[src/rtl/pg_pkg.sv]
// Shared types for the power-fail write-protect controller.
// Assumes: nothing beyond a 2-bit state encoding.
package pg_pkg;
    typedef enum logic [1:0] {
        ST_NORMAL  = 2'd0,
        ST_DRAIN   = 2'd1,
        ST_PROT    = 2'd2,
        ST_RECOVER = 2'd3
    } pg_state_e;
endpackage

[src/rtl/pg_sync2.sv]
// Two-flop synchronizer for a level flag.
// Assumes: the input is a slow level. Reset loads RST_VAL so the
// output starts in the safe sense.
module pg_sync2 #(
    parameter logic RST_VAL = 1'b1
) (
    input  logic clk,
    input  logic rst_n,
    input  logic d_async,
    output logic q_sync
);
    logic meta_q;

    // Shift the level through two stages.
    always_ff @(posedge clk) begin
        if (!rst_n) begin
            meta_q <= RST_VAL;
            q_sync <= RST_VAL;
        end else begin
            meta_q <= d_async;
            q_sync <= meta_q;
        end
    end
endmodule

[src/rtl/pg_timer.sv]
// Down-counter used for both the drain timeout and the recovery hold.
// Assumes: ld has priority; the count stops at zero and never wraps.
module pg_timer #(
    parameter int unsigned CW = 8
) (
    input  logic          clk,
    input  logic          rst_n,
    input  logic          ld,
    input  logic [CW-1:0] ld_val,
    output logic          zero
);
    logic [CW-1:0] cnt_q;

    // Load a new window or count down toward zero.
    always_ff @(posedge clk) begin
        if (!rst_n)              cnt_q <= '0;
        else if (ld)             cnt_q <= ld_val;
        else if (cnt_q != '0)    cnt_q <= cnt_q - 1'b1;
    end

    assign zero = (cnt_q == '0);

    // an expired window stays expired until the next load.
    assert_no_wrap_R8: assert property (@(posedge clk) disable iff (!rst_n)
        (!ld && zero) |=> zero);
endmodule

[src/rtl/pg_fsm.sv]
// Protection state machine: normal, drain, protected, recovering.
// Also holds the one-time battery arming latch.
// Assumes: pf_s is already synchronized. tmr_zero comes from a timer
// that this module loads on entry to drain and to recovery.
module pg_fsm #(
    parameter int unsigned WPT_CYCLES = 25000,
    parameter int unsigned CER_CYCLES = 20000000,
    parameter int unsigned CW         = 25
) (
    input  logic          clk,
    input  logic          rst_n,
    input  logic          pf_s,
    input  logic          host_ce_n,
    input  logic          tmr_zero,
    output logic          tmr_ld,
    output logic [CW-1:0] tmr_val,
    output logic          pass_en,
    output logic          wp_on,
    output logic          batt_armed
);
    import pg_pkg::*;

    localparam logic [CW-1:0] WPT_LD = CW'(WPT_CYCLES - 1);
    localparam logic [CW-1:0] CER_LD = CW'(CER_CYCLES - 1);

    pg_state_e state_q, state_d;

    // Choose the next state and any timer load.
    always_comb begin
        state_d = state_q;
        tmr_ld  = 1'b0;
        tmr_val = WPT_LD;
        unique case (state_q)
            ST_NORMAL: if (pf_s) begin
                if (host_ce_n) state_d = ST_PROT;
                else begin
                    state_d = ST_DRAIN;
                    tmr_ld  = 1'b1;
                end
            end
            ST_DRAIN:   if (host_ce_n || tmr_zero) state_d = ST_PROT;
            ST_PROT:    if (!pf_s) begin
                state_d = ST_RECOVER;
                tmr_ld  = 1'b1;
                tmr_val = CER_LD;
            end
            ST_RECOVER: if (pf_s) state_d = ST_PROT;
                        else if (tmr_zero) state_d = ST_NORMAL;
            default:    state_d = ST_PROT;
        endcase
    end

    // Register the state; reset lands in protection.
    always_ff @(posedge clk) begin
        if (!rst_n) state_q <= ST_PROT;
        else        state_q <= state_d;
    end

    // Break battery isolation on the first good supply; sticky until reset.
    always_ff @(posedge clk) begin
        if (!rst_n) batt_armed <= 1'b0;
        else if (state_q == ST_PROT && !pf_s) batt_armed <= 1'b1;
    end

    assign pass_en = (state_q == ST_NORMAL) || (state_q == ST_DRAIN);
    assign wp_on   = !pass_en;

    // a fault with no access in flight fences at the next edge.
    assert_idle_fence_R4: assert property (@(posedge clk) disable iff (!rst_n)
        (state_q == ST_NORMAL && pf_s && host_ce_n) |=> (state_q == ST_PROT));
    // an expired drain window forces protection.
    assert_drain_timeout_R7: assert property (@(posedge clk) disable iff (!rst_n)
        (state_q == ST_DRAIN && tmr_zero && !host_ce_n) |=> (state_q == ST_PROT));
    // an access that ends closes the drain.
    assert_drain_end_R6: assert property (@(posedge clk) disable iff (!rst_n)
        (state_q == ST_DRAIN && host_ce_n) |=> (state_q == ST_PROT));
    // a fault during recovery returns to protection.
    assert_refault_R9: assert property (@(posedge clk) disable iff (!rst_n)
        (state_q == ST_RECOVER && pf_s) |=> (state_q == ST_PROT));
    // normal is entered only from an expired recovery.
    assert_unlock_path_R8: assert property (@(posedge clk) disable iff (!rst_n)
        (state_q == ST_NORMAL && $past(state_q) != ST_NORMAL)
        |-> ($past(state_q) == ST_RECOVER && $past(tmr_zero)));
    // the battery latch never falls outside reset.
    assert_latch_sticky_R10: assert property (@(posedge clk) disable iff (!rst_n)
        !$fell(batt_armed));
endmodule

[src/rtl/pwr_guard.sv]
// Power-fail write-protect controller top.
// Gates the host strobes to the memory from the protection state.
// Assumes: the strobes are active low. Holding mem_oe_n high floats the
// memory data pins.
module pwr_guard #(
    parameter int unsigned WPT_CYCLES = 25000,
    parameter int unsigned CER_CYCLES = 20000000
) (
    input  logic clk,
    input  logic rst_n,
    input  logic pfail_async,
    input  logic backup_sel,
    input  logic host_ce_n,
    input  logic host_we_n,
    input  logic host_oe_n,
    output logic mem_ce_n,
    output logic mem_we_n,
    output logic mem_oe_n,
    output logic wp_on,
    output logic batt_armed,
    output logic batt_feed
);
    localparam int unsigned MAXW = (WPT_CYCLES > CER_CYCLES) ? WPT_CYCLES : CER_CYCLES;
    localparam int unsigned CW   = $clog2(MAXW + 1);

    logic          pf_s;
    logic          tmr_ld;
    logic [CW-1:0] tmr_val;
    logic          tmr_zero;
    logic          pass_en;

    pg_sync2 #(.RST_VAL(1'b1)) u_sync (
        .clk(clk), .rst_n(rst_n), .d_async(pfail_async), .q_sync(pf_s)
    );

    pg_timer #(.CW(CW)) u_tmr (
        .clk(clk), .rst_n(rst_n), .ld(tmr_ld), .ld_val(tmr_val), .zero(tmr_zero)
    );

    pg_fsm #(.WPT_CYCLES(WPT_CYCLES), .CER_CYCLES(CER_CYCLES), .CW(CW)) u_fsm (
        .clk(clk), .rst_n(rst_n), .pf_s(pf_s), .host_ce_n(host_ce_n),
        .tmr_zero(tmr_zero), .tmr_ld(tmr_ld), .tmr_val(tmr_val),
        .pass_en(pass_en), .wp_on(wp_on), .batt_armed(batt_armed)
    );

    // Pass strobes only while access is allowed; otherwise hold them idle.
    always_comb begin
        mem_ce_n = pass_en ? host_ce_n : 1'b1;
        mem_we_n = pass_en ? host_we_n : 1'b1;
        mem_oe_n = pass_en ? host_oe_n : 1'b1;
    end

    assign batt_feed = batt_armed & backup_sel;

    // while fenced, no strobe reaches the memory.
    assert_fence_idle_R4: assert property (@(posedge clk) disable iff (!rst_n)
        wp_on |-> (mem_ce_n && mem_we_n && mem_oe_n));
    // backup feed requires an armed battery.
    assert_feed_armed_R10: assert property (@(posedge clk) disable iff (!rst_n)
        batt_feed |-> batt_armed);
endmodule

[config.mk]
export PLATFORM = sky130hd
export DESIGN_NAME = pwr_guard
export DESIGN_NICKNAME = d
export VERILOG_FILES = /design/src/rtl/pg_pkg.sv /design/src/rtl/pg_sync2.sv /design/src/rtl/pg_timer.sv /design/src/rtl/pg_fsm.sv /design/src/rtl/pwr_guard.sv
export SDC_FILE = /design/constraint.sdc
export NUM_CORES = 1
export LEC_CHECK = 0
export BUFFER_PORTS_ARGS = -buffer_cell sky130_fd_sc_hd__buf_2
export CAP_MARGIN = 5
export CORE_MARGIN = 2
export CORE_UTILIZATION = 62
export DETAILED_ROUTE_END_ITERATION = 7
export GPL_ROUTABILITY_DRIVEN = 0
export PLACE_DENSITY = 0.82
export RECOVER_POWER = 100
export SYNTH_ARGS = -nofsm -noshare
export SYNTH_HDL_FRONTEND = slang
export SYNTH_SLANG_ARGS = --single-unit
[constraint.sdc]
create_clock -name clk -period 7.4 [get_ports clk]
set_input_delay 1.48 -clock clk [delete_from_list [all_inputs] [get_ports clk]]
set_output_delay 1.48 -clock clk [all_outputs]
set_load 0.005 [all_outputs]
# == Yosys cells after proc, flatten, opt, wreduce, memory -nomap -nowiden ==
# Cells that the tools add are included.
# op_classes
n_eq_ne,7
n_addsub,1
muxes,18
bitwise_logic,1
n_reduce_logical,10
# op_table
cell,n
$mux W25,4
$logic_not A25 Y1,1
$reduce_bool A25 Y1,1
$sub A25 B1 Y25 const B,1
$mux W2,6
$pmux W2 S4,1
$mux W1,6
$eq A2 B2 Y1 const B,2
$ne A2 B2 Y1 const B,2
$reduce_and A4 Y1,1
$ne A3 B2 Y1 const B,1
$eq A2 B1 Y1 const B,1
$logic_not A1 Y1,2
$logic_not A2 Y1,1
$logic_or A1 B1 Y1,2
$ne A2 B1 Y1 const B,1
$pmux W1 S2,1
$reduce_bool A2 Y1,1
$and A1 B1 Y1,1
$logic_and A1 B1 Y1,1
# totals
input_bits,7
out_inout_bits,6
reg_bits,30

# == Longest topological paths before layout ==
# depth
depth_word,4
depth_mapped,8
mapped_depth_nobuf,7

# == Cells and area by module ==
# Synthesis repeated with hierarchy kept, for this count alone.
# unflattened
hier_cells,215
hier_area_um2,1811.7
# by_module_without_submodules
module,area_per_inst_um2,instances,cells_each
pg_timer,1382.6,1,164
pg_fsm,351.6,1,43
pg_sync2,52.6,1,4
pwr_guard,25.0,1,4

# == Worst setup path after synthesis ==
# No wires, ideal clock.
# synth_timing
path_kind,in2out
startpoint,input host_ce_n
endpoint,output mem_ce_n
arrival_time_ps,1747
n_path_buf,0
slack_ps,4173
cell_stages,1
path_cell_list,or2_2
# synth_between
elab_chain_cells,1
# synth_lines
element,line,source
start: declaration,pwr_guard.sv:13,"input logic host_ce_n,"
$mux W1,pwr_guard.sv:48,mem_ce_n = pass_en ? host_ce_n : 1'b1;
end: declaration,pwr_guard.sv:16,"output logic mem_ce_n,"
# Every way passes these cells.

# == Worst setup path after layout ==
# Ends and elaborated chain as after synthesis.

==> metrics.md <==
| Metric | Value |
|---|---|
| Final Power | ~0.8 mW |
| Fillers | 201 |
| Final setup margin | just under 4000 ps |
| Fmax | 287 MHz |
| Async SR Flop Fraction | 0% |
| First-pass DRT Iterations | 4 |
| Die width | 54.2 um |
| Rows | 18 |
| Tmin final | roughly 3500 ps |
| Top FF cell, synth | dfxtp_1 |
| GRT Util Overall | 29.7% |
| FF+latch area | 601 um2 |
| DPL Wire Length | 2680 um |
| Cells on worst reg2reg path | 7 |
| Clock sinks | 30 |
| Postcts setup bufs | 0 |
| Startpoint Class | input port |
| Highest-delay cell along the critical path | or2_2 |
| Vert. Die Dim | 54.2 um |
| CTS tree | built |
| Mapped Cells | between 150 and 200 |
| Max-Cap Viols | 0 |
| Largest net degree at the start of global routing | 15 |
| Routed WL | 3830 um |
| First-pass GRT wire length | a little over 6000 um |
| Via-to-Cell Ratio | between 6 and 7 |
| WHS Path Cells | 1 |
| Crit Path Max Fanout | 5 |
| Critical Path Max Stage Delay | 280 ps |
| Post-synth top area share | approximately two fifths |
| Leak pwr | 0.673 nW |
| Clock-pin slew on the worst setup and hold paths | roughly 100 ps |
| Post_cts resized | 0 |
| Yosys reg bits | 30 |
| Maximum vdd drop | 0.306 mV |
| Area grow syn2layout | 11.5% |
| Count leader, synth | dfxtp_1 |
| Synth Area per Inst | 8.23 um2 |
| Vias in the first global route | 1,332 |
| Ordered cell list for the critical path | clkbuf_1 -> or2_2 -> buf_2 |
| Synth area leader | dfxtp_1 |
| Setup Total Neg Slack | 0 ps |
| Vias | about 1,600 |
| Number of synthesized flops with an enable pin | 0 |
| Diode count | 0 |
| Initial Util | between 60% and 70% |
| Hold buffer count at CTS | 0 |
| Worst slack, placed | 3930 ps |
| Worst-Margin Slew | 908 ps |
| Layout cells sized above 1 | 12.3% |
| Rel. slew slack | 38.6% |
| I/O pin cnt | 13 |
| RSZ-0062 raised after global routing | no |
| Worst setup EP type | primary output |
| Multi-input gate area | 926 um2 |
| Crit path DAT | 2010 ps |
| Yosys cell types | 40 |
| Kind of critical path | in2out |
| Final Cell Area | about 0.0017 mm2 |
| PwrDens | 464 mW/mm2 |
| Die ar. | 0.00294 mm2 |
| Hold Crit Class | reg2reg |
| Worst skew pair latency | around 340 ps |
| Seq/Total Area, Yosys | between 30% and 40% |
| Skew final | 14.2 ps |
| Bufs on Longest Clock Path | 2 |
| Yosys warning count | 0 |
| Nets@finish | 212 |
| Synth top area cells | dfxtp_1 (38%), a21oi_1 (6.7%), nor2_1 (3.6%) |
| TritonCTS Buffers | 5 |
| Max-slew violation count | 0 |
| Initial antenna violation count | 0 |
| Synth cell count leaders | dfxtp_1 (30), a21oi_1 (21), nor2_1 (15) |
| Placeable Area | 0.00243 mm2 |
| Syn Std Cell Area | 0.00156 mm2 |
| Final ANT Viol Nets | 0 |
| I/O Buffers | 12 |
| GRT overflow | 0 |
| Routed len/inst | 16.4 um |
| Outcome | finished clean |
| Part of the cycle the worst path needs | 47.1% |
| Iteration-0 DRC Markers | 71 |
| Final setup fails | 0 |
| Htree depth | 2 |
| Mapped Nets | 199 |
| Final hold vios | 0 |
| DRC viols | 0 |
| Post-DP Area | 0.00164 mm2 |
| CTS root buffer | clkbuf_4 |
| Critical Path RT | 5920 ps |
[critical path, delay by kind of cell]
family,cells,cell delay [ps]
buffers and inverters,2,250
and+or+nand+nor,1,280
[metal layers]
metal	vias up	GRT usage (%)	routed length (um)
met5	-	0	0
met4	0	13.8	75
met3	12	9.84	324
met2	74	45.2	1830
met1	727	38.1	1600
li1	738	-	-
[flip-flops by register name, indices dropped and copies added (netlist names)]
register and cells:
u_sync.q_sync 1, u_fsm.batt_armed 1, u_tmr.cnt_q 25, u_sync.meta_q 1, u_fsm.state_q 2
[where the power goes]
part           internal (mW)  switching (mW)  total [mW]
Clock                  0.114          0.0610       0.175
Sequential             0.210          0.0572       0.268
Combinational          0.148           0.218       0.366
[final cells by class]
class | count | area share [%]
well taps | 30 | 2.15
clock buffers | 6 | 2.94
clock inverters | 2 | 3.44
inverters | 4 | 0.861
repair buffers | 12 | 3.08
multi-input cells | 150 | 53.1
flip-flops and latches | 30 | 34.4
[cells by family after synthesis]
family                   count (synthesis)  synth area share [%]
buffers and inverters                   10                  2.40
AND/OR/NAND/NOR                         84                  29.9
AO/OA/AOI/OAI                           50                  19.5
multiplexers                             3                  2.00
XOR/XNOR                                11                  6.16
flip-flops                              30                  38.4
adder cells (fa/ha/maj)                  2                  1.60
[stage by stage]
step                      cells  util, %  hold WS (ps)
after floorplan             190        -           386
after global placement      226     67.4           400
after detailed placement    226     67.4           407
after CTS                   234     72.0           436
after global routing        234     71.7           463
final                       234     71.7           432
[path summary, 6_finish.rpt]
| check | start | to | slack (ps) |
|---|---|---|---|
| max | host_ce_n | mem_ce_n | 3910 |
| min | u_sync.meta_q | u_sync.q_sync | 430 |
| max reg2reg | u_tmr.cnt_q[0] | u_tmr.cnt_q[22] | 4730 |
| min reg2reg | u_sync.meta_q | u_sync.q_sync | 430 |
[placed cells by master, fill, tap and decap left out, types with 2 or more instances in the layout]
| cell type | netlist | layout |
|---|---|---|
| and2_0 | 0 | 2 |
| nand3_1 | 7 | 7 |
| mux2i_1 | 2 | 2 |
| a21oi_1 | 21 | 21 |
| or3_1 | 4 | 4 |
| xnor2_1 | 6 | 6 |
| nor2b_1 | 2 | 2 |
| a31oi_1 | 2 | 2 |
| nand2b_1 | 3 | 3 |
| ha_1 | 2 | 2 |
| nand2_1 | 13 | 13 |
| clkbuf_1 | 6 | 5 |
| bufinv_16 | 0 | 2 |
| nor3_1 | 7 | 7 |
| a211oi_1 | 4 | 4 |
| dfxtp_1 | 30 | 30 |
| nor2_1 | 15 | 15 |
| xor2_1 | 5 | 5 |
| o21ai_0 | 11 | 11 |
| clkbuf_4 | 0 | 5 |
| or4_1 | 7 | 7 |
| inv_1 | 4 | 4 |
| nor4_1 | 9 | 9 |
| or4_4 | 2 | 2 |
| buf_2 | 0 | 7 |
| a2111oi_0 | 2 | 2 |
| o31ai_1 | 2 | 2 |
| or2_2 | 5 | 5 |
Power figures use the tool's default switching activity.
